**src/rtl/snp_pkg.sv**
```systemverilog
// Shared codes for the snoop responder.
// Assumes 2-bit codes for request kind, line state, tag and reply.
package snp_pkg;
    typedef enum logic [1:0] {SK_READ = 2'd0, SK_RFO = 2'd1, SK_TREAD = 2'd2, SK_TRFO = 2'd3} snoop_kind_e;
    typedef enum logic [1:0] {LS_INVALID = 2'd0, LS_VALID = 2'd1, LS_DIRTY = 2'd2, LS_RESERVED = 2'd3} line_state_e;
    typedef enum logic [1:0] {TT_EMPTY = 2'd0, TT_NORMAL = 2'd1, TT_XCOMMIT = 2'd2, TT_XABORT = 2'd3} tx_tag_e;
    typedef enum logic [1:0] {RS_NONE = 2'd0, RS_DATA = 2'd1, RS_BUSY = 2'd2} resp_e;

    // Reply and next state proposed by one cache
    typedef struct packed {
        resp_e       rsp;
        line_state_e nxt;
    } verdict_t;
endpackage

```
**src/rtl/snp_regular_table.sv**
```systemverilog
// Snoop table of the regular cache: a present line always supplies data.
// Requests for exclusive ownership invalidate the line; read requests downgrade it to VALID.
// Assumes: purely combinational, evaluated only when the line matched.
module snp_regular_table
    import snp_pkg::*;
(
    input  snoop_kind_e kind_i,
    input  logic        hit_i,
    input  line_state_e state_i,
    output verdict_t    verdict_o
);
    logic present;
    logic excl;

    assign present = hit_i && (state_i != LS_INVALID);
    assign excl    = (kind_i == SK_RFO) || (kind_i == SK_TRFO);

    // Pick the reply and next state from the request kind
    always_comb begin
        verdict_o.rsp = RS_NONE;
        verdict_o.nxt = state_i;
        if (present) begin
            verdict_o.rsp = RS_DATA;
            verdict_o.nxt = excl ? LS_INVALID : LS_VALID;
        end
    end
endmodule

```
**src/rtl/snp_tx_table.sv**
```systemverilog
// Snoop table of the transactional cache.
// Plain requests reach only NORMAL lines. Transactional requests from a conflict-free node
// reach lines with any tag: VALID lines are shared out, exclusively held lines refuse with BUSY.
// When the local transaction has seen a conflict, only NORMAL lines answer, as in the regular cache.
// Assumes: purely combinational; a line with tag EMPTY holds no data.
module snp_tx_table
    import snp_pkg::*;
(
    input  snoop_kind_e kind_i,
    input  logic        hit_i,
    input  line_state_e state_i,
    input  tx_tag_e     tag_i,
    input  logic        status_i,
    output verdict_t    verdict_o
);
    logic present;
    logic excl;
    logic tx_req;
    logic normal;

    assign present = hit_i && (state_i != LS_INVALID) && (tag_i != TT_EMPTY);
    assign excl    = (kind_i == SK_RFO) || (kind_i == SK_TRFO);
    assign tx_req  = (kind_i == SK_TREAD) || (kind_i == SK_TRFO);
    assign normal  = (tag_i == TT_NORMAL);

    // Pick the reply and next state from kind, tag, state and the conflict-free flag
    always_comb begin
        verdict_o.rsp = RS_NONE;
        verdict_o.nxt = state_i;
        if (present) begin
            if (tx_req && status_i) begin
                if (state_i == LS_VALID) begin
                    verdict_o.rsp = RS_DATA;
                    verdict_o.nxt = excl ? LS_INVALID : LS_VALID;
                end else begin
                    verdict_o.rsp = RS_BUSY;
                end
            end else if (normal) begin
                verdict_o.rsp = RS_DATA;
                verdict_o.nxt = excl ? LS_INVALID : LS_VALID;
            end
        end
    end
endmodule

```
**src/rtl/snp_merge.sv**
```systemverilog
// Merges the two per-cache replies into one bus reply: BUSY wins over DATA, DATA over NONE.
// Memory must step in when a valid snoop draws neither data nor a refusal.
// Assumes: purely combinational.
module snp_merge
    import snp_pkg::*;
(
    input  logic  valid_i,
    input  resp_e reg_rsp_i,
    input  resp_e tx_rsp_i,
    output resp_e rsp_o,
    output logic  mem_o
);
    logic any_busy;
    logic any_data;

    assign any_busy = (reg_rsp_i == RS_BUSY) || (tx_rsp_i == RS_BUSY);
    assign any_data = (reg_rsp_i == RS_DATA) || (tx_rsp_i == RS_DATA);

    // Apply the priority order to the two replies
    always_comb begin
        if (!valid_i)      rsp_o = RS_NONE;
        else if (any_busy) rsp_o = RS_BUSY;
        else if (any_data) rsp_o = RS_DATA;
        else               rsp_o = RS_NONE;
    end

    assign mem_o = valid_i && !any_busy && !any_data;
endmodule

```
**src/rtl/snp_responder.sv**
```systemverilog
// Snoop responder top: evaluates both cache tables on a snooped request and registers the
// merged reply, the memory-supply flag and both next line states for one cycle.
// Assumes: synchronous active-low reset; one snoop per cycle; next states hold when idle.
module snp_responder
    import snp_pkg::*;
(
    input  logic       clk,
    input  logic       rst_n,
    input  logic       snoop_valid_i,
    input  logic [1:0] snoop_kind_i,
    input  logic       reg_hit_i,
    input  logic [1:0] reg_state_i,
    input  logic       tx_hit_i,
    input  logic [1:0] tx_state_i,
    input  logic [1:0] tx_tag_i,
    input  logic       tx_status_i,
    output logic       rsp_valid_o,
    output logic [1:0] rsp_o,
    output logic       mem_supply_o,
    output logic [1:0] reg_next_o,
    output logic [1:0] tx_next_o
);
    verdict_t reg_v;
    verdict_t tx_v;
    resp_e    merged;
    logic     mem_need;

    snp_regular_table u_reg (
        .kind_i    (snoop_kind_e'(snoop_kind_i)),
        .hit_i     (reg_hit_i),
        .state_i   (line_state_e'(reg_state_i)),
        .verdict_o (reg_v)
    );

    snp_tx_table u_tx (
        .kind_i    (snoop_kind_e'(snoop_kind_i)),
        .hit_i     (tx_hit_i),
        .state_i   (line_state_e'(tx_state_i)),
        .tag_i     (tx_tag_e'(tx_tag_i)),
        .status_i  (tx_status_i),
        .verdict_o (tx_v)
    );

    snp_merge u_merge (
        .valid_i   (snoop_valid_i),
        .reg_rsp_i (reg_v.rsp),
        .tx_rsp_i  (tx_v.rsp),
        .rsp_o     (merged),
        .mem_o     (mem_need)
    );

    // Register the reply and the next states of both lines
    always_ff @(posedge clk) begin
        if (!rst_n) begin
            rsp_valid_o  <= 1'b0;
            rsp_o        <= 2'd0;
            mem_supply_o <= 1'b0;
            reg_next_o   <= 2'd0;
            tx_next_o    <= 2'd0;
        end else begin
            rsp_valid_o  <= snoop_valid_i;
            rsp_o        <= merged;
            mem_supply_o <= mem_need;
            if (snoop_valid_i) begin
                reg_next_o <= reg_v.nxt;
                tx_next_o  <= tx_v.nxt;
            end
        end
    end


    valid_delay_chk: assert property (@(posedge clk) disable iff (!rst_n)
        1'b1 |=> (rsp_valid_o == $past(snoop_valid_i)));


    busy_keeps_line_chk: assert property (@(posedge clk) disable iff (!rst_n)
        (rsp_valid_o && rsp_o == 2'd2 && tx_status_i == $past(tx_status_i))
        |-> (tx_next_o == $past(tx_state_i)) && (tx_next_o != 2'd0) && (tx_next_o != 2'd1));


    single_source_chk: assert property (@(posedge clk) disable iff (!rst_n)
        $onehot0({rsp_o == 2'd1, rsp_o == 2'd2, mem_supply_o}));


    regular_excl_inval_chk: assert property (@(posedge clk) disable iff (!rst_n)
        (snoop_valid_i && reg_hit_i && reg_state_i != 2'd0 && snoop_kind_i[0])
        |=> (reg_next_o == 2'd0) && (rsp_o != 2'd0));


    miss_silent_chk: assert property (@(posedge clk) disable iff (!rst_n)
        (snoop_valid_i && !reg_hit_i && !tx_hit_i)
        |=> (rsp_o == 2'd0) && mem_supply_o && (reg_next_o == $past(reg_state_i)));
endmodule

```
**config.mk**
```make
export PLATFORM = sky130hd
export DESIGN_NAME = snp_responder
export DESIGN_NICKNAME = d
export VERILOG_FILES = /design/src/rtl/snp_pkg.sv /design/src/rtl/snp_regular_table.sv /design/src/rtl/snp_tx_table.sv /design/src/rtl/snp_merge.sv /design/src/rtl/snp_responder.sv
export SDC_FILE = /design/constraint.sdc
export NUM_CORES = 1
export LEC_CHECK = 0
export BUFFER_PORTS_ARGS = -buffer_cell sky130_fd_sc_hd__buf_4
export CORE_AREA = 4 4 41 43
export CTS_CLUSTER_DIAMETER = 40
export DETAILED_ROUTE_END_ITERATION = 6
export DIE_AREA = 0 0 45 47
export HOLD_SLACK_MARGIN = 0.08
export PLACE_DENSITY = 0.62
export SYNTH_ARGS = -nofsm -noshare
export SYNTH_HDL_FRONTEND = slang
export SYNTH_HIERARCHICAL = 1
export SYNTH_SLANG_ARGS = --single-unit
export TNS_END_PERCENT = 20
```
**constraint.sdc**
```tcl
create_clock -name clk -period 1.9 [get_ports clk]
set_input_delay 0.38 -clock clk [delete_from_list [all_inputs] [get_ports clk]]
set_output_delay 0.38 -clock clk [all_outputs]
set_load 0.03 [all_outputs]
```
==> impl_metrics.ini, run 1 <==
[outcome]
status = completed

[worst_setup_path]
end_kind = flop
crit_type = primary input to flop
startpoint_type = primary input
worstPathMaxFanout = 4
worst_ep_required_time_ps = 2040
arrival_ps = 1570

[pwr]
p_leak_nw = 0.303
vdd_ir_drop_max_uv = 274
pwr_density_cell_mw_per_mm2 = 628

[synth]
syn_area_per_cell_um2 = 8.85
yosys_register_bits = 8
yosys.cell_count.top_type = dfxtp_1
async_flop_share_pct = 0
synth-edff-count = 0
yosysSeqAreaShare_pct = 33.5
ys_types = 26
synth_area_um2 = 478
syn_nets = 68
synth_ff_type = dfxtp_1
netlist.area_leader.share_pct = 33.5
synth.largest_area_cell = dfxtp_1
yosys_warnings = 6
syn_inst = 54
synth_area_leaders = dfxtp_1, mux2i_1, nor2b_1, and2_1, o21a_1
ys_top_cells_by_count = dfxtp_1, mux2i_1, nor2b_1, and2_1

[grt]
grt_pass1_vias = 350
antenna_found_initial = 0
grt_max_degree = 10
grt_overflow = 0
track_usage_pct = 9.03
grt_pass1_wl_mm = 1.37

[placed_design]
post-place-ws_ps = 215
portBuffers = 21
dp_cells = 87
gp_congestion = 0.744
hpwl_um = 776

[finish]
multi_input_comb_area_um2 = 280
fin_cells = 90
layout.nets = 91
num_antenna_cells = 0
area_growth_pct = 36.1
drive_above_1_share_pct = 36.0
fillers = 147
seq_area_um2 = 160

[routing]
dr.pass1.iters = 2
wl_per_cell_um = 10.2
route.detailed.drc = 0
vias = 428
drt_iter0_drc = 3
viasPerCell = 4.76
drt_wl_total_um = 918
ant_nets = 0

[sta]
period_minus_slack_ps = 1440
final.setup_skew_ps = 0
drv_slew = 0
setup_ws_ps = 463
max_freq_mhz = 696
setup_viol = 0
hold_violations = 0
fin_setup_tns_ps = 0
rsz0062_at_grt = no
post-route-period-util_pct = 75.6

[clock_network]
cts_hold_buf = 0
post_cts_resized = 0
post_cts_buffers = 0
cts_tree = done
path_clk_slew_ps = 50
numCtsBuffers = 3
clkSinkCount = 8
insertion_delay_ps = 240
h-tree-depth = 1
cts_buffer_depth = 2
root_buffer = clkbuf_4

[floorplanning]
die_w_um = 45
ios = 22
fp.coreArea_mm2 = 0.00130
row_count = 13
die_area_mm2 = 0.00212
fp.dieH_um = 47
initial_utilization_pct = 36.7

[hold_path]
min_path_type = primary input to flop

[job]
max-cap-violations = 0
[per-stage QoR]
| step | total power [mW] | cell area, µm² | hold WS [ps] | utilization, % |
|---|---|---|---|---|
| final | 0.409 | 651 | 403 | 50.0 |
| after global routing | 0.430 | 651 | 410 | 50.0 |
| after CTS | 0.415 | 651 | 401 | 50.0 |
| after detailed placement | 0.290 | 628 | 509 | 48.3 |
| after global placement | 0.289 | 628 | 501 | 48.3 |
| after floorplan | 0.247 | 478 | 502 | - |
[path summary, 6_finish.rpt]
path         slack (ps)     startpoint  cells after the start       endpoint
min                 400          rst_n                      2   mem_supply_o
max                 460    tx_tag_i[1]                      8       rsp_o[1]
min reg2reg         520  reg_next_o[0]                      2  reg_next_o[0]
max reg2reg        1300  reg_next_o[1]                      2  reg_next_o[1]
[where the power goes]
group	switching (mW)	internal [mW]	total, mW
logic	0.0528	0.0528	0.106
registers	0.00319	0.177	0.180
clock network	0.0513	0.0719	0.123
total	0.107	0.302	0.409
[sequential cells by signal (all words and copies together) (netlist names)]
register,flops
mem_supply_o,1
reg_next_o,2
rsp_o,2
rsp_valid_o,1
tx_next_o,2
[placed cells by master, fill, tap and decap left out]
cell type and count:
nor2_1 1, a31oi_1 2, and2_1 4, dfxtp_1 8, nor3b_1 1, nor3_1 1, a41oi_1 1, and2b_2 1
a311oi_1 1, nand2_1 3, nand2b_1 1, and3_1 1, xnor2_1 2, conb_1 1, nor2b_1 5, a21oi_1 2
o21ai_0 1, mux2i_1 5, nand4_1 1, nand2b_4 1, o21a_1 3, buf_4 21, clkbuf_4 3, and2_2 1
o2111ai_1 1, inv_1 3
[critical path, stage by stage]
cell,delay [ps]
buf_4,120
nand2b_4,140
a311oi_1,240
o21a_1,200
nand2b_1,130
o21ai_0,70
and2_1,150
and2_1,140
[cell families after synthesis]
logic type / Yosys count / synth area share, %
XOR/XNOR: 2 / 3.67
AND/OR/NAND/NOR: 21 / 27.7
flip-flops: 8 / 33.5
multiplexers: 5 / 10.5
AO/OA/AOI/OAI: 11 / 16.0
other: 1 / 0.785
buffers and inverters: 6 / 7.85
[routing by layer]
layer / track usage (%) / wire [µm]
met1: 11.0 / 430
met2: 14.1 / 372
met3: 1.53 / 97
met4: 7.02 / 18
met5: 0 / 0
[cell type report]
type	instances	area share, %
Clock buffer	3	3.46
Inverter	3	1.73
Multi-Input combinational cell	40	43.1
Sequential cell	8	24.6
Tap cell	15	2.88
Timing Repair Buffer	21	24.2
(Power assumes the default switching activity.)
==> inputs of run 2 (changes only) <==
--- a/config.mk
+++ b/config.mk
@@ -5,13 +5,14 @@
 export SDC_FILE = /design/constraint.sdc
 export NUM_CORES = 1
 export LEC_CHECK = 0
+export ABC_AREA = 1
 export BUFFER_PORTS_ARGS = -buffer_cell sky130_fd_sc_hd__buf_4
-export CORE_AREA = 4 4 41 43
+export CORE_MARGIN = 4
+export CORE_UTILIZATION = 38
 export CTS_CLUSTER_DIAMETER = 40
 export DETAILED_ROUTE_END_ITERATION = 6
-export DIE_AREA = 0 0 45 47
 export HOLD_SLACK_MARGIN = 0.08
-export PLACE_DENSITY = 0.62
+export PLACE_DENSITY = 0.63
 export SYNTH_ARGS = -nofsm -noshare
 export SYNTH_HDL_FRONTEND = slang
 export SYNTH_HIERARCHICAL = 1
==> constraint.sdc (replaced) <==
create_clock -name clk -period 1.5 [get_ports clk]
set_input_delay 0.3 -clock clk [delete_from_list [all_inputs] [get_ports clk]]
set_output_delay 0.3 -clock clk [all_outputs]
set_load 0.03 [all_outputs]
==> impl_metrics.ini, run 2 <==
[outcome]
status = completed

[finish]
area_growth_pct = 29.9
fillers = 144
multi_input_comb_area_um2 = 260
layout.nets = 127
top_regs = reg_next_o: 2 flops, rsp_o: 2 flops, tx_next_o: 2 flops
seq_area_um2 = 160
fin_cells = 126
layout_common_cells = nand2_1, inv_1, buf_4
num_antenna_cells = 0
drive_above_1_share_pct = 31.5
layout_commonest_cell = nand2_1

[clock_network]
h-tree-depth = 1
cts_buffer_depth = 2
insertion_delay_ps = 240
post_cts_buffers = 0
cts_tree = done
path_clk_slew_ps = 50
cts_hold_buf = 0
clkSinkCount = 8
root_buffer = clkbuf_4
numCtsBuffers = 3
post_cts_resized = 0

[floorplanning]
fp.dieH_um = 45.7
ios = 22
fp.coreArea_mm2 = 0.00132
die_area_mm2 = 0.00209
die_w_um = 45.7
row_count = 13
initial_utilization_pct = 41.0

[synth]
ys_types = 16
syn_area_per_cell_um2 = 5.94
yosys_warnings = 6
netlist.area_leader.share_pct = 29.6
syn_nets = 105
synth_ff_type = dfxtp_1
synth_simple_gate_area_share_pct = 42.6
synth.largest_area_cell = dfxtp_1
syn_inst = 91
synthXorXnorAreaFrac_pct = 0
synth_area_um2 = 541
async_flop_share_pct = 0
yosys.area_share.adder_pct = 0
synth_top_family_by_area = simple AND/OR/NAND/NOR gates
yosys.cell_count.top_type = nand2_1
yosys_register_bits = 8
ys_top_cells_by_count = nand2_1, inv_1, nor2_1, dfxtp_1, nor2_2
synth_area_leaders = dfxtp_1, nand2_1, inv_1, nor2_1, nor2_2
synthMuxAreaShare_pct = 0
yosysSeqAreaShare_pct = 29.6
synth-edff-count = 0
synth_compound_area_share_pct = 4.86

[sta]
period_minus_slack_ps = 1040
hold_violations = 0
rsz0062_at_grt = no
final.setup_skew_ps = 0
drv_slew = 0
setup_viol = 0
max_freq_mhz = 958
post-route-period-util_pct = 69.6
fin_setup_tns_ps = 0

[placed_design]
hpwl_um = 827
dp_cells = 123
portBuffers = 21
gp_congestion = 0.705

[job]
max-cap-violations = 0

[worst_setup_path]
cpPeakStageDelay_ps = 340
crit_buf_inv = 1
worst_ep_required_time_ps = 1200
crit_type = flop to primary output
slowest_stage = dfxtp_1
arrival_ps = 740
end_kind = primary output
crit_chain = buf_4
startpoint_type = flop
worstPathMaxFanout = 2
critPathTopFamily = flip-flops

[routing]
ant_nets = 0
drt_wl_total_um = 945
route.detailed.drc = 0
viasPerCell = 4.15
vias = 523
drt_iter0_drc = 9
dr.pass1.iters = 4
wl_per_cell_um = 7.50

[pwr]
p_leak_nw = 0.422
pwr_density_cell_mw_per_mm2 = 759
vdd_ir_drop_max_uv = 585

[grt]
track_usage_pct = 10.5
antenna_found_initial = 0
grt_overflow = 0
grt_pass1_wl_mm = 1.61
grt_max_degree = 12
grt_pass1_vias = 432

[hold_path]
min_path_type = primary input to flop
## run 2: worst register-to-register path, stage by stage (launching register included)
cell and delay, ps:
dfxtp_1 310, nor2_1 130, nor2_2 50
## run 2: per-stage QoR
| step | util [%] | instance area (µm²) | setup slack [ps] | total power [mW] | hold WS, ps |
|---|---|---|---|---|---|
| 2_1_floorplan | - | 541 | 436 | 0.335 | 500 |
| 3_3_place_gp | 51.6 | 679 | 221 | 0.385 | 475 |
| 3_5_place_dp | 51.6 | 679 | 208 | 0.386 | 479 |
| 4_1_cts | 53.3 | 702 | 444 | 0.541 | 305 |
| 5_1_grt | 53.3 | 702 | 302 | 0.573 | 309 |
| 6_report | 53.3 | 702 | 457 | 0.533 | 304 |
## run 2: cell families (layout without fill, tap and decap cells)
logic type,after synthesis,count (layout)
compound gates,4,4
buf+inv,26,46
flops,8,8
other cells,1,1
simple gates,52,52
## run 2: layer usage
metal / part of all wire, % / vias up / track usage (%) / wire length, µm
met1: 44 / 211 / 13.1 / 419
li1: - / 297 / - / -
met3: 9.2 / 0 / 5.93 / 87
met4: 0 / 0 / 1.70 / 0
met5: 0 / - / 0 / 0
met2: 46 / 15 / 16.2 / 437
## run 2: final cells by class
type	count	share of cell area, %
well taps	15	2.67
flip-flops and latches	8	22.8
inverters	22	11.8
clock buffers	3	3.21
repair buffers	21	22.5
multi-input cells	57	37.1
## run 2: power breakdown
group	internal [mW]	switching, mW	total, mW
logic	0.0651	0.0845	0.150
clock network	0.0908	0.0619	0.153
registers	0.226	0.00511	0.231
## run 2: worst paths after layout
check                                   start       endpoint  slack (ps)  depth (start not counted)
worst max-delay path             tx_next_o[1]   tx_next_o[1]         460                          1
worst min-delay path                    rst_n   mem_supply_o         300                          3
worst max register to register  reg_next_o[0]  reg_next_o[0]         910                          2
worst min register to register   tx_next_o[0]   tx_next_o[0]         490                          2
==> inputs of run 3 (changes only) <==
==> constraint.sdc (replaced) <==
create_clock -name clk -period 1 [get_ports clk]
set_input_delay 0.2 -clock clk [delete_from_list [all_inputs] [get_ports clk]]
set_output_delay 0.2 -clock clk [all_outputs]
set_load 0.03 [all_outputs]
==> impl_metrics.ini, run 3 (same netlist as run 2, synthesis figures left out) <==
[grt]
grt_pass1_wl_mm = 1.77
antenna_found_initial = 0
grt_max_degree = 12
grt_pass1_vias = 470
grt_overflow = 0
track_usage_pct = 12.0

[floorplanning]
row_count = 13
die_w_um = 45.7
fp.dieH_um = 45.7
ios = 22
die_area_mm2 = 0.00209
initial_utilization_pct = 41.0
fp.coreArea_mm2 = 0.00132

[finish]
layout_commonest_cell = buf_4
num_antenna_cells = 0
drive_above_1_share_pct = 37.9
final_core_utilization_pct = 57.5
layout_common_cells = buf_4, nand2_1, inv_1
layout.nets = 132
finalInstanceArea_um2 = 757
top_regs = reg_next_o: 2 flops, rsp_o: 2 flops, tx_next_o: 2 flops
fin_cells = 131
area_growth_pct = 40.0

[worst_setup_path]
cp-startpoint = tx_state_i[1]
cpPeakStageDelay_ps = 120
reg2reg_setup_slack_ps = 420
arrival_ps = 1160
end_kind = flop
crit_buf_inv = 5
slowest_stage = buf_4
critPathTopFamily = simple AND/OR/NAND/NOR gates
crit_chain = buf_4 > inv_1 > nand2_1 > o21ai_1 > nand3_1 > inv_2 > inv_1 > nand2_1 > nand3_2 > nor2_1 > nand2_1 > inv_1
crit_type = primary input to flop
rr_startpoint = reg_next_o[0]
worst_ep_required_time_ps = 1200
startpoint_type = primary input
worstPathMaxFanout = 4

[routing]
viasPerCell = 4.37
drt_iter0_drc = 11
ant_nets = 0
route.detailed.drc = 0
drt_wl_total_mm = 1.10
wl_per_cell_um = 8.43
dr.pass1.iters = 4
vias = 573

[placed_design]
gp_congestion = 0.702
dp_cells = 128
hpwl_um = 861
portBuffers = 21
place_area_um2 = 717
post-place-ws_ps = -218

[clock_network]
insertion_delay_ps = 250
cts_hold_buf = 0
numCtsBuffers = 3
cts_buffer_depth = 2
path_clk_slew_ps = 50
cts_tree = done
h-tree-depth = 1
clkSinkCount = 8
root_buffer = clkbuf_4

[sta]
setup_viol = 0
final.setup_skew_ps = 0
hold_violations = 0
setup_ws_ps = 40.7
rsz0062_at_grt = yes
post-route-period-util_pct = 95.9
period_minus_slack_ps = 959
drv_slew = 0
max_freq_mhz = 1040

[hold_path]
min_path_type = primary input to flop
hold_path.startpoint = rst_n

[job]
max-cap-violations = 0

[pwr]
p_leak_nw = 0.452
pwr_density_cell_mw_per_mm2 = 1120
vdd_ir_drop_max_uv = 941

[outcome]
status = completed
==> run 3: layout make-up <==
| cell class | count | area (µm²) |
|---|---|---|
| Sequential cell | 8 | 160 |
| Inverter | 22 | 82.6 |
| Multi-Input combinational cell | 57 | 278 |
| Fill cell | 139 | 561 |
| Clock buffer | 3 | 22.5 |
| Tap cell | 15 | 18.8 |
| Timing Repair Buffer | 26 | 195 |
==> run 3: path summary, 6_finish.rpt <==
| path | endpoint | cells past startpoint |
|---|---|---|
| max reg2reg | reg_next_o[0] | 2 |
| min reg2reg | reg_next_o[1] | 2 |
| max | mem_supply_o | 12 |
| min | rsp_o[1] | 3 |
==> run 3: worst min-delay path, stage by stage <==
cell and delay (ps):
buf_4 130, nand2_1 50, inv_1 40
==> run 3: repair_timing <==
item                                    4_1_cts  5_1_grt
endpoints found under the setup margin        0        3
buffers inserted                              0        0
resized for setup                             0        7
==> run 3: per-layer routing <==
metal  routed length (µm)  global-route usage, %  share of wire [%]
met5                    0                      0                  0
met4                    0                   5.11                  0
met3                   89                   7.11                8.1
met2                  556                   17.8                 50
met1                  458                   13.8                 41
==> run 3: power breakdown <==
group	internal (mW)	switching, mW	leakage [nW]
clock network	0.137	0.112	0.0138
registers	0.338	0.00736	0.0661
logic	0.113	0.139	0.372
==> run 3: through the flow <==
stage / hold WS [ps] / power, mW / setup TNS (ps)
6_report: 194 / 0.847 / 0
5_1_grt: 204 / 0.903 / -129
4_1_cts: 189 / 0.854 / 0
3_5_place_dp: 457 / 0.596 / -682
3_3_place_gp: 457 / 0.592 / -600
2_1_floorplan: 400 / 0.503 / 0
